<file path="config.mk">
export PLATFORM = sky130hd
export DESIGN_NAME = addr_ack_filter
export DESIGN_NICKNAME = d
export VERILOG_FILES = /design/src/rtl/addr_match_pkg.sv /design/src/rtl/masked_cmp.sv /design/src/rtl/byte_classify.sv /design/src/rtl/addr_ack_filter.sv
export SDC_FILE = /design/constraint.sdc
export NUM_CORES = 1
export LEC_CHECK = 0
export CORE_MARGIN = 2
export CORE_UTILIZATION = 37
export CTS_CLUSTER_DIAMETER = 150
export CTS_CLUSTER_SIZE = 25
export DETAILED_ROUTE_END_ITERATION = 8
export PLACE_DENSITY = 0.78
export SLEW_MARGIN = 20
export SYNTH_ARGS = -nofsm -noshare
export SYNTH_HDL_FRONTEND = slang
export SYNTH_SLANG_ARGS = --single-unit
</file>
<file path="constraint.sdc">
create_clock -name clk -period 1.6 [get_ports clk]
set_clock_uncertainty 0.05 [all_clocks]
set_input_delay 0.16 -clock clk [delete_from_list [all_inputs] [get_ports clk]]
set_output_delay 0.16 -clock clk [all_outputs]
set_load 0.02 [all_outputs]
</file>
<file path="src/rtl/addr_match_pkg.sv">
package addr_match_pkg;

   // progress of one addressed transfer
   typedef enum logic [1:0] {
      PH_FIRST  = 2'd0,
      PH_SECOND = 2'd1,
      PH_DONE   = 2'd2
   } phase_e;

   // fixed upper bits of the first byte of a 10-bit address
   localparam logic [4:0] HI10_PREFIX = 5'b11110;
   // top bits of the reserved block at the high end of the address space
   localparam logic [4:0] HI_RESERVED = 5'b11111;
   // width of the prefix field
   localparam int unsigned PREFIX_W = 5;

endpackage

</file>
<file path="src/rtl/masked_cmp.sv">
module masked_cmp #(
   parameter int unsigned W       = 7,
   parameter bit          MASK_EN = 1'b1
) (
   input  logic [W-1:0] a_i,
   input  logic [W-1:0] b_i,
   input  logic [W-1:0] dc_i,
   input  logic         dc_on_i,
   output logic         eq_o
);

   logic [W-1:0] diff;

   generate
      if (W < 1) begin : g_bad_w
         $error("masked_cmp: W must be at least 1");
      end

      if (MASK_EN) begin : g_masked
         for (genvar i = 0; i < W; i++) begin : g_bit
            assign diff[i] = (a_i[i] ^ b_i[i]) & ~(dc_on_i & dc_i[i]);
         end
      end else begin : g_exact
         logic unused_dc;
         assign unused_dc = ^{dc_i, dc_on_i};
         assign diff      = a_i ^ b_i;
      end
   endgenerate

   assign eq_o = ~|diff;

endmodule

</file>
<file path="src/rtl/byte_classify.sv">
module byte_classify
   import addr_match_pkg::*;
#(
   parameter int unsigned BYTE_W = 8
) (
   input  logic [BYTE_W-1:0] byte_i,
   output logic              is_gcall_o,
   output logic              is_reserved_o,
   output logic              is_hi10_o
);

   localparam int unsigned LOW_ZERO_W = BYTE_W - 4;

   logic low_block;
   logic high_block;

   generate
      if (BYTE_W != 8) begin : g_bad_w
         $error("byte_classify: address bytes are 8 bits wide");
      end
   endgenerate

   // 0x01..0x0F: start byte, bus-compatibility, spare and high-speed codes
   assign low_block     = (byte_i[BYTE_W-1 -: 4] == 4'b0000) && (byte_i[LOW_ZERO_W-1:0] != '0);
   assign high_block    = (byte_i[BYTE_W-1 -: PREFIX_W] == HI_RESERVED);
   assign is_gcall_o    = (byte_i == '0);
   assign is_reserved_o = low_block | high_block;
   assign is_hi10_o     = (byte_i[BYTE_W-1 -: PREFIX_W] == HI10_PREFIX);

endmodule

</file>
<file path="src/rtl/addr_ack_filter.sv">
module addr_ack_filter
   import addr_match_pkg::*;
#(
   parameter int unsigned BYTE_W  = 8,
   parameter int unsigned ADDR_W  = 10,
   parameter bit          MASK_EN = 1'b1
) (
   input  logic              clk,
   input  logic              rst_n,
   input  logic              start_i,
   input  logic              byte_valid_i,
   input  logic [BYTE_W-1:0] byte_i,
   input  logic              ten_bit_i,
   input  logic              exact_i,
   input  logic              gc_en_i,
   input  logic [ADDR_W-1:0] own_addr_i,
   input  logic [ADDR_W-1:0] mask_i,
   output logic              ack_valid_o,
   output logic              ack_o,
   output logic              matched_o,
   output logic              rw_o,
   output logic              gcall_o
);

   localparam int unsigned SHORT_W = BYTE_W - 1;       // 7-bit address field
   localparam int unsigned HI_W    = ADDR_W - BYTE_W;  // upper bits in 10-bit mode

   generate
      if (BYTE_W != 8) begin : g_bad_byte
         $error("addr_ack_filter: BYTE_W must be 8");
      end
      if (HI_W + PREFIX_W + 1 != BYTE_W) begin : g_bad_addr
         $error("addr_ack_filter: ADDR_W must leave room for prefix and R/W");
      end
   endgenerate

   phase_e phase_q, phase_d;
   logic   ack_valid_q, ack_valid_d;
   logic   ack_q, ack_d;
   logic   matched_q, matched_d;
   logic   rw_q, rw_d;
   logic   gcall_q, gcall_d;

   logic   dc_on;
   logic   short_eq, hi_eq, lo_eq;
   logic   is_gc, is_res, is_hi10;
   logic   take;

   assign dc_on = ~exact_i;

   byte_classify #(.BYTE_W(BYTE_W)) u_class (
      .byte_i        (byte_i),
      .is_gcall_o    (is_gc),
      .is_reserved_o (is_res),
      .is_hi10_o     (is_hi10)
   );

   masked_cmp #(.W(SHORT_W), .MASK_EN(MASK_EN)) u_cmp_short (
      .a_i     (byte_i[BYTE_W-1:1]),
      .b_i     (own_addr_i[SHORT_W-1:0]),
      .dc_i    (mask_i[SHORT_W-1:0]),
      .dc_on_i (dc_on),
      .eq_o    (short_eq)
   );

   masked_cmp #(.W(HI_W), .MASK_EN(MASK_EN)) u_cmp_hi (
      .a_i     (byte_i[HI_W:1]),
      .b_i     (own_addr_i[ADDR_W-1:BYTE_W]),
      .dc_i    (mask_i[ADDR_W-1:BYTE_W]),
      .dc_on_i (dc_on),
      .eq_o    (hi_eq)
   );

   masked_cmp #(.W(BYTE_W), .MASK_EN(MASK_EN)) u_cmp_lo (
      .a_i     (byte_i),
      .b_i     (own_addr_i[BYTE_W-1:0]),
      .dc_i    (mask_i[BYTE_W-1:0]),
      .dc_on_i (dc_on),
      .eq_o    (lo_eq)
   );

   assign take = byte_valid_i & ~start_i & (phase_q != PH_DONE);

   always_comb begin
      phase_d     = phase_q;
      ack_valid_d = 1'b0;
      ack_d       = 1'b0;
      matched_d   = matched_q;
      rw_d        = rw_q;
      gcall_d     = gcall_q;
      if (start_i) begin
         phase_d   = PH_FIRST;
         matched_d = 1'b0;
         rw_d      = 1'b0;
         gcall_d   = 1'b0;
      end else if (take) begin
         ack_valid_d = 1'b1;
         phase_d     = PH_DONE;
         if (phase_q == PH_SECOND) begin
            ack_d     = lo_eq;
            matched_d = lo_eq;
         end else if (is_gc) begin
            ack_d   = gc_en_i;
            gcall_d = gc_en_i;
         end else if (is_res) begin
            ack_d = 1'b0;
         end else if (ten_bit_i) begin
            if (is_hi10 && hi_eq) begin
               ack_d   = 1'b1;
               rw_d    = byte_i[0];
               phase_d = PH_SECOND;
            end
         end else if (!is_hi10 && short_eq) begin
            ack_d     = 1'b1;
            matched_d = 1'b1;
            rw_d      = byte_i[0];
         end
      end
   end

   always_ff @(posedge clk or negedge rst_n) begin
      if (!rst_n) begin
         phase_q     <= PH_FIRST;
         ack_valid_q <= 1'b0;
         ack_q       <= 1'b0;
         matched_q   <= 1'b0;
         rw_q        <= 1'b0;
         gcall_q     <= 1'b0;
      end else begin
         phase_q     <= phase_d;
         ack_valid_q <= ack_valid_d;
         ack_q       <= ack_d;
         matched_q   <= matched_d;
         rw_q        <= rw_d;
         gcall_q     <= gcall_d;
      end
   end

   assign ack_valid_o = ack_valid_q;
   assign ack_o       = ack_q;
   assign matched_o   = matched_q;
   assign rw_o        = rw_q;
   assign gcall_o     = gcall_q;

   // decision pulse only follows a byte strobe that did not collide with a start
   p_pulse_after_byte_r1: assert property (@(posedge clk) disable iff (!rst_n)
      ack_valid_o |-> ($past(byte_valid_i) && !$past(start_i)));

   p_ack_qualified_r1: assert property (@(posedge clk) disable iff (!rst_n)
      ack_o |-> ack_valid_o);

   p_reserved_refused_r4: assert property (@(posedge clk) disable iff (!rst_n)
      (byte_valid_i && !start_i && phase_q == PH_FIRST && is_res) |=> (ack_valid_o && !ack_o));

   p_gcall_needs_enable_r5: assert property (@(posedge clk) disable iff (!rst_n)
      $rose(gcall_o) |-> $past(gc_en_i));

   p_gcall_not_own_r5: assert property (@(posedge clk) disable iff (!rst_n)
      !(matched_o && gcall_o));

   p_prefix_short_refused_r6: assert property (@(posedge clk) disable iff (!rst_n)
      (byte_valid_i && !start_i && phase_q == PH_FIRST && !ten_bit_i && is_hi10) |=> !ack_o);

   p_decided_silent_r9: assert property (@(posedge clk) disable iff (!rst_n)
      (phase_q == PH_DONE && !start_i) |=> (!ack_valid_o && $stable(matched_o) && $stable(gcall_o)));

   p_start_clears_r10: assert property (@(posedge clk) disable iff (!rst_n)
      start_i |=> (!matched_o && !gcall_o && !rw_o && !ack_valid_o));

endmodule

</file>
==> results.yml <==
clocking:
  cts_buffers: 3
  cts_tree: "yes"
  clk_pin_slew_ns: 0.05
  cts.sink_count: 7
  htree_levels: 1
  clk_path_buf_depth: 2
  clk-insertion-delay-late_ns: 0.26
  cts-root-buf: "clkbuf_4"
setup_path:
  cp_data_arrival_time_ns: 1.71
  worstSetupPathType: "input pin to flop"
  cp.required_ns: 1.73
  end_kind: "flop"
  cp_max_fo: 2
  startpoint_type: "input pin"
synth:
  ys_seq_area_share_pct: 25.0
  synth.ff_latch_count: 7
  synth_nets: 118
  yosys.area_share.simple_pct: 28.4
  synth-xor-area-share_pct: 22.4
  syn-cell-area_um2: 699
  synth_mux_area_share_pct: 2.86
  synth_area_leaders: "dfrtp_1 (25%), xnor2_1 (18%), nand2b_1 (6.3%), o22ai_1 (3.6%), a21o_1 (3.2%)"
  synth_top_family_by_area: "simple AND/OR/NAND/NOR gates"
  synthAdderAreaFrac_pct: 0
  synth.avg_cell_area_um2: 8.43
  synth.largest_area_cell: "dfrtp_1"
  syn_inst: 83
  ys_warn_count: 0
  ys_types: 30
  synth_top_area_share_pct: 25.0
  synth_compound_area_share_pct: 19.1
routing:
  vias: 924
  drt-pass1-iter-count: 4
  detail_route.wl_per_cell_um: 12.9
  drtAntennaViolNets: 0
  routed_via_density: 5.19
  drc: 0
  drt_first_iter_violations: 13
  totalWireLength_um: 2290
timing:
  rsz0062_at_grt: "yes"
  setup_viol: 0
  worst_slew_pin_slew_ns: 0.372
  hold_viol_final: 0
  finalMaxSlewViolations: 0
  holdWs_ns: 0.109
  fin_crit_sh_pct: 98.4
  max_freq_ghz: 0.635
  max-slew-margin-rel_pct: 75.0
  final.min_clock_period_ns: 1.57
  tns_ns: 0
floorplanning:
  io_pins: 40
  core_area_um2: 1750
  fp.dieH_um: 47.5
  die_area_um2: 2250
  rows: 15
  initial_core_util_pct: 40.1
  fp.dieW_um: 47.5
place:
  io_buffers: 39
  dp_hpwl_um: 1790
  numPlacedInstances: 172
  place_congestion: 0.930
  post_dp_cell_area_um2: 1310
cells_and_area:
  n_antenna_cell: 0
  drive_gt1_share_pct: 31.4
  fin_nets: 189
  layoutNonFillerInstCount: 178
  areaGrowthSynthToFinish_pct: 101
  stdcell_area_um2: 1410
hold_path:
  hold_path_class: "input pin to asynchronous set/reset pin"
global_routing:
  grt_use_met1_pct: 23.2
  grt_busiest_layer: "met2"
  track_usage_pct: 22.3
  first_global_vias: 880
  met3_usage_pct: 1.13
  met2_usage_pct: 43.2
  grt_pass1_wl_um: 3460
  grt_max_degree: 8
  grt_antenna_before_repair: 0
  grt_overflow: 0
power:
  vdd_drop_max_mv: 0.275
  leakage_nw: 0.645
  power_density_nw_per_um2: 458
  p_total_mw: 0.645
status:
  status: "finished, final reports clean"
job:
  max_cap_violations: 0
## area by class of cell
| class | instances | area, µm² |
|---|---|---|
| clock buffer | 4 | 26.3 |
| fill | 120 | 337 |
| inverter | 4 | 15.0 |
| multi-input combinational | 72 | 578 |
| sequential | 7 | 175 |
| tap | 25 | 31.3 |
| timing repair buffer | 66 | 583 |
## logic make-up (layout without fill, tap and decap cells)
kind of cell | count (synthesis) | in the layout
AOI/OAI and AO/OA | 20 | 20
xor gates and xnor gates | 17 | 17
buffers and inverters | 4 | 74
DFF | 7 | 7
muxes | 2 | 2
and+or+nand+nor | 33 | 33
## routing by layer
| metal | part of all wire, % | vias to the layer above |
|---|---|---|
| li1 | - | 444 |
| met1 | 37 | 430 |
| met2 | 54 | 44 |
| met3 | 6.6 | 6 |
| met4 | 2.7 | 0 |
| met5 | 0 | - |
## critical path, cell delays in order
cell	delay, ns
clkdlybuf4s50_1	0.50
xnor2_1	0.13
o22ai_1	0.12
or3_1	0.33
o31ai_2	0.26
mux2i_1	0.21
## cells in the final DEF (no fill, tap or decap), types with 3 or more instances in the layout
master | synthesis | routed
a21o_1 | 3 | 3
a21oi_1 | 4 | 4
buf_4 | 0 | 27
clkbuf_2 | 0 | 3
clkbuf_4 | 0 | 3
clkdlybuf4s50_1 | 0 | 24
dfrtp_1 | 7 | 7
dlygate4sd2_1 | 0 | 6
dlymetal6s2s_1 | 0 | 5
inv_1 | 4 | 4
nand2_1 | 4 | 4
nand2b_1 | 7 | 6
nor2_1 | 6 | 6
o22ai_1 | 4 | 4
xnor2_1 | 14 | 12
xnor2_2 | 1 | 3
## final timing paths
check / startpoint / to / slack, ns / depth (start not counted)
setup / recovery: own_addr_i[4] / rw_o / 0.03 / 6
hold reg to reg: gcall_o / gcall_o / 0.49 / 2
hold / removal: rst_n / rw_o / 0.11 / 1
setup reg to reg: phase_q[1] / rw_o / 0.03 / 5
min in group clk: exact_i / ack_o / 0.38 / 4
max in group asynchronous: rst_n / ack_valid_o / 1.16 / 1
## synth_stat cells
cell / n
dfrtp_1: 7
nand2b_1: 7
a31oi_1: 2
o21ai_0: 1
xnor2_1: 14
xnor2_2: 1
o221ai_1: 1
nand3b_4: 1
nor4_1: 2
a21o_1: 3
nand3_1: 2
nor3b_1: 1
or3_1: 1
xor2_1: 2
o22ai_1: 4
or2_2: 1
a211oi_1: 1
a22oi_1: 1
mux2i_1: 2
a311oi_1: 2
or4_4: 1
nand4b_1: 1
a21oi_1: 4
nand4_1: 2
nor3_1: 2
inv_1: 4
nand2_1: 4
o31ai_1: 1
nor2b_1: 2
nor2_1: 6
## power by group
| group | switching [mW] | internal (mW) | total, mW |
|---|---|---|---|
| clock network | 0.0670 | 0.0953 | 0.162 |
| logic | 0.122 | 0.178 | 0.300 |
| registers | 0.00192 | 0.181 | 0.183 |
## per-stage QoR
stage	utilization, %	setup slack [ns]
CTS	78.6	0.00179
global route	80.7	-0.0710
finish	80.7	0.0250
detailed placement	75.0	-0.476
global placement	75.0	-0.414
floorplan	-	0.131
## timing repair
item | CTS | global route
gates resized for setup | 17 | 17
buffers inserted | 2 | 0
hold buffers | 0 | 0
setup endpoints to repair | 4 | 4
pin swaps | 5 | 8
## flip-flops by register name, summed over array words and instances (netlist names)
register / cells
matched_o: 1
gcall_o: 1
ack_o: 1
rw_o: 1
ack_valid_o: 1
phase_q: 2
(Power assumes the default switching activity.)
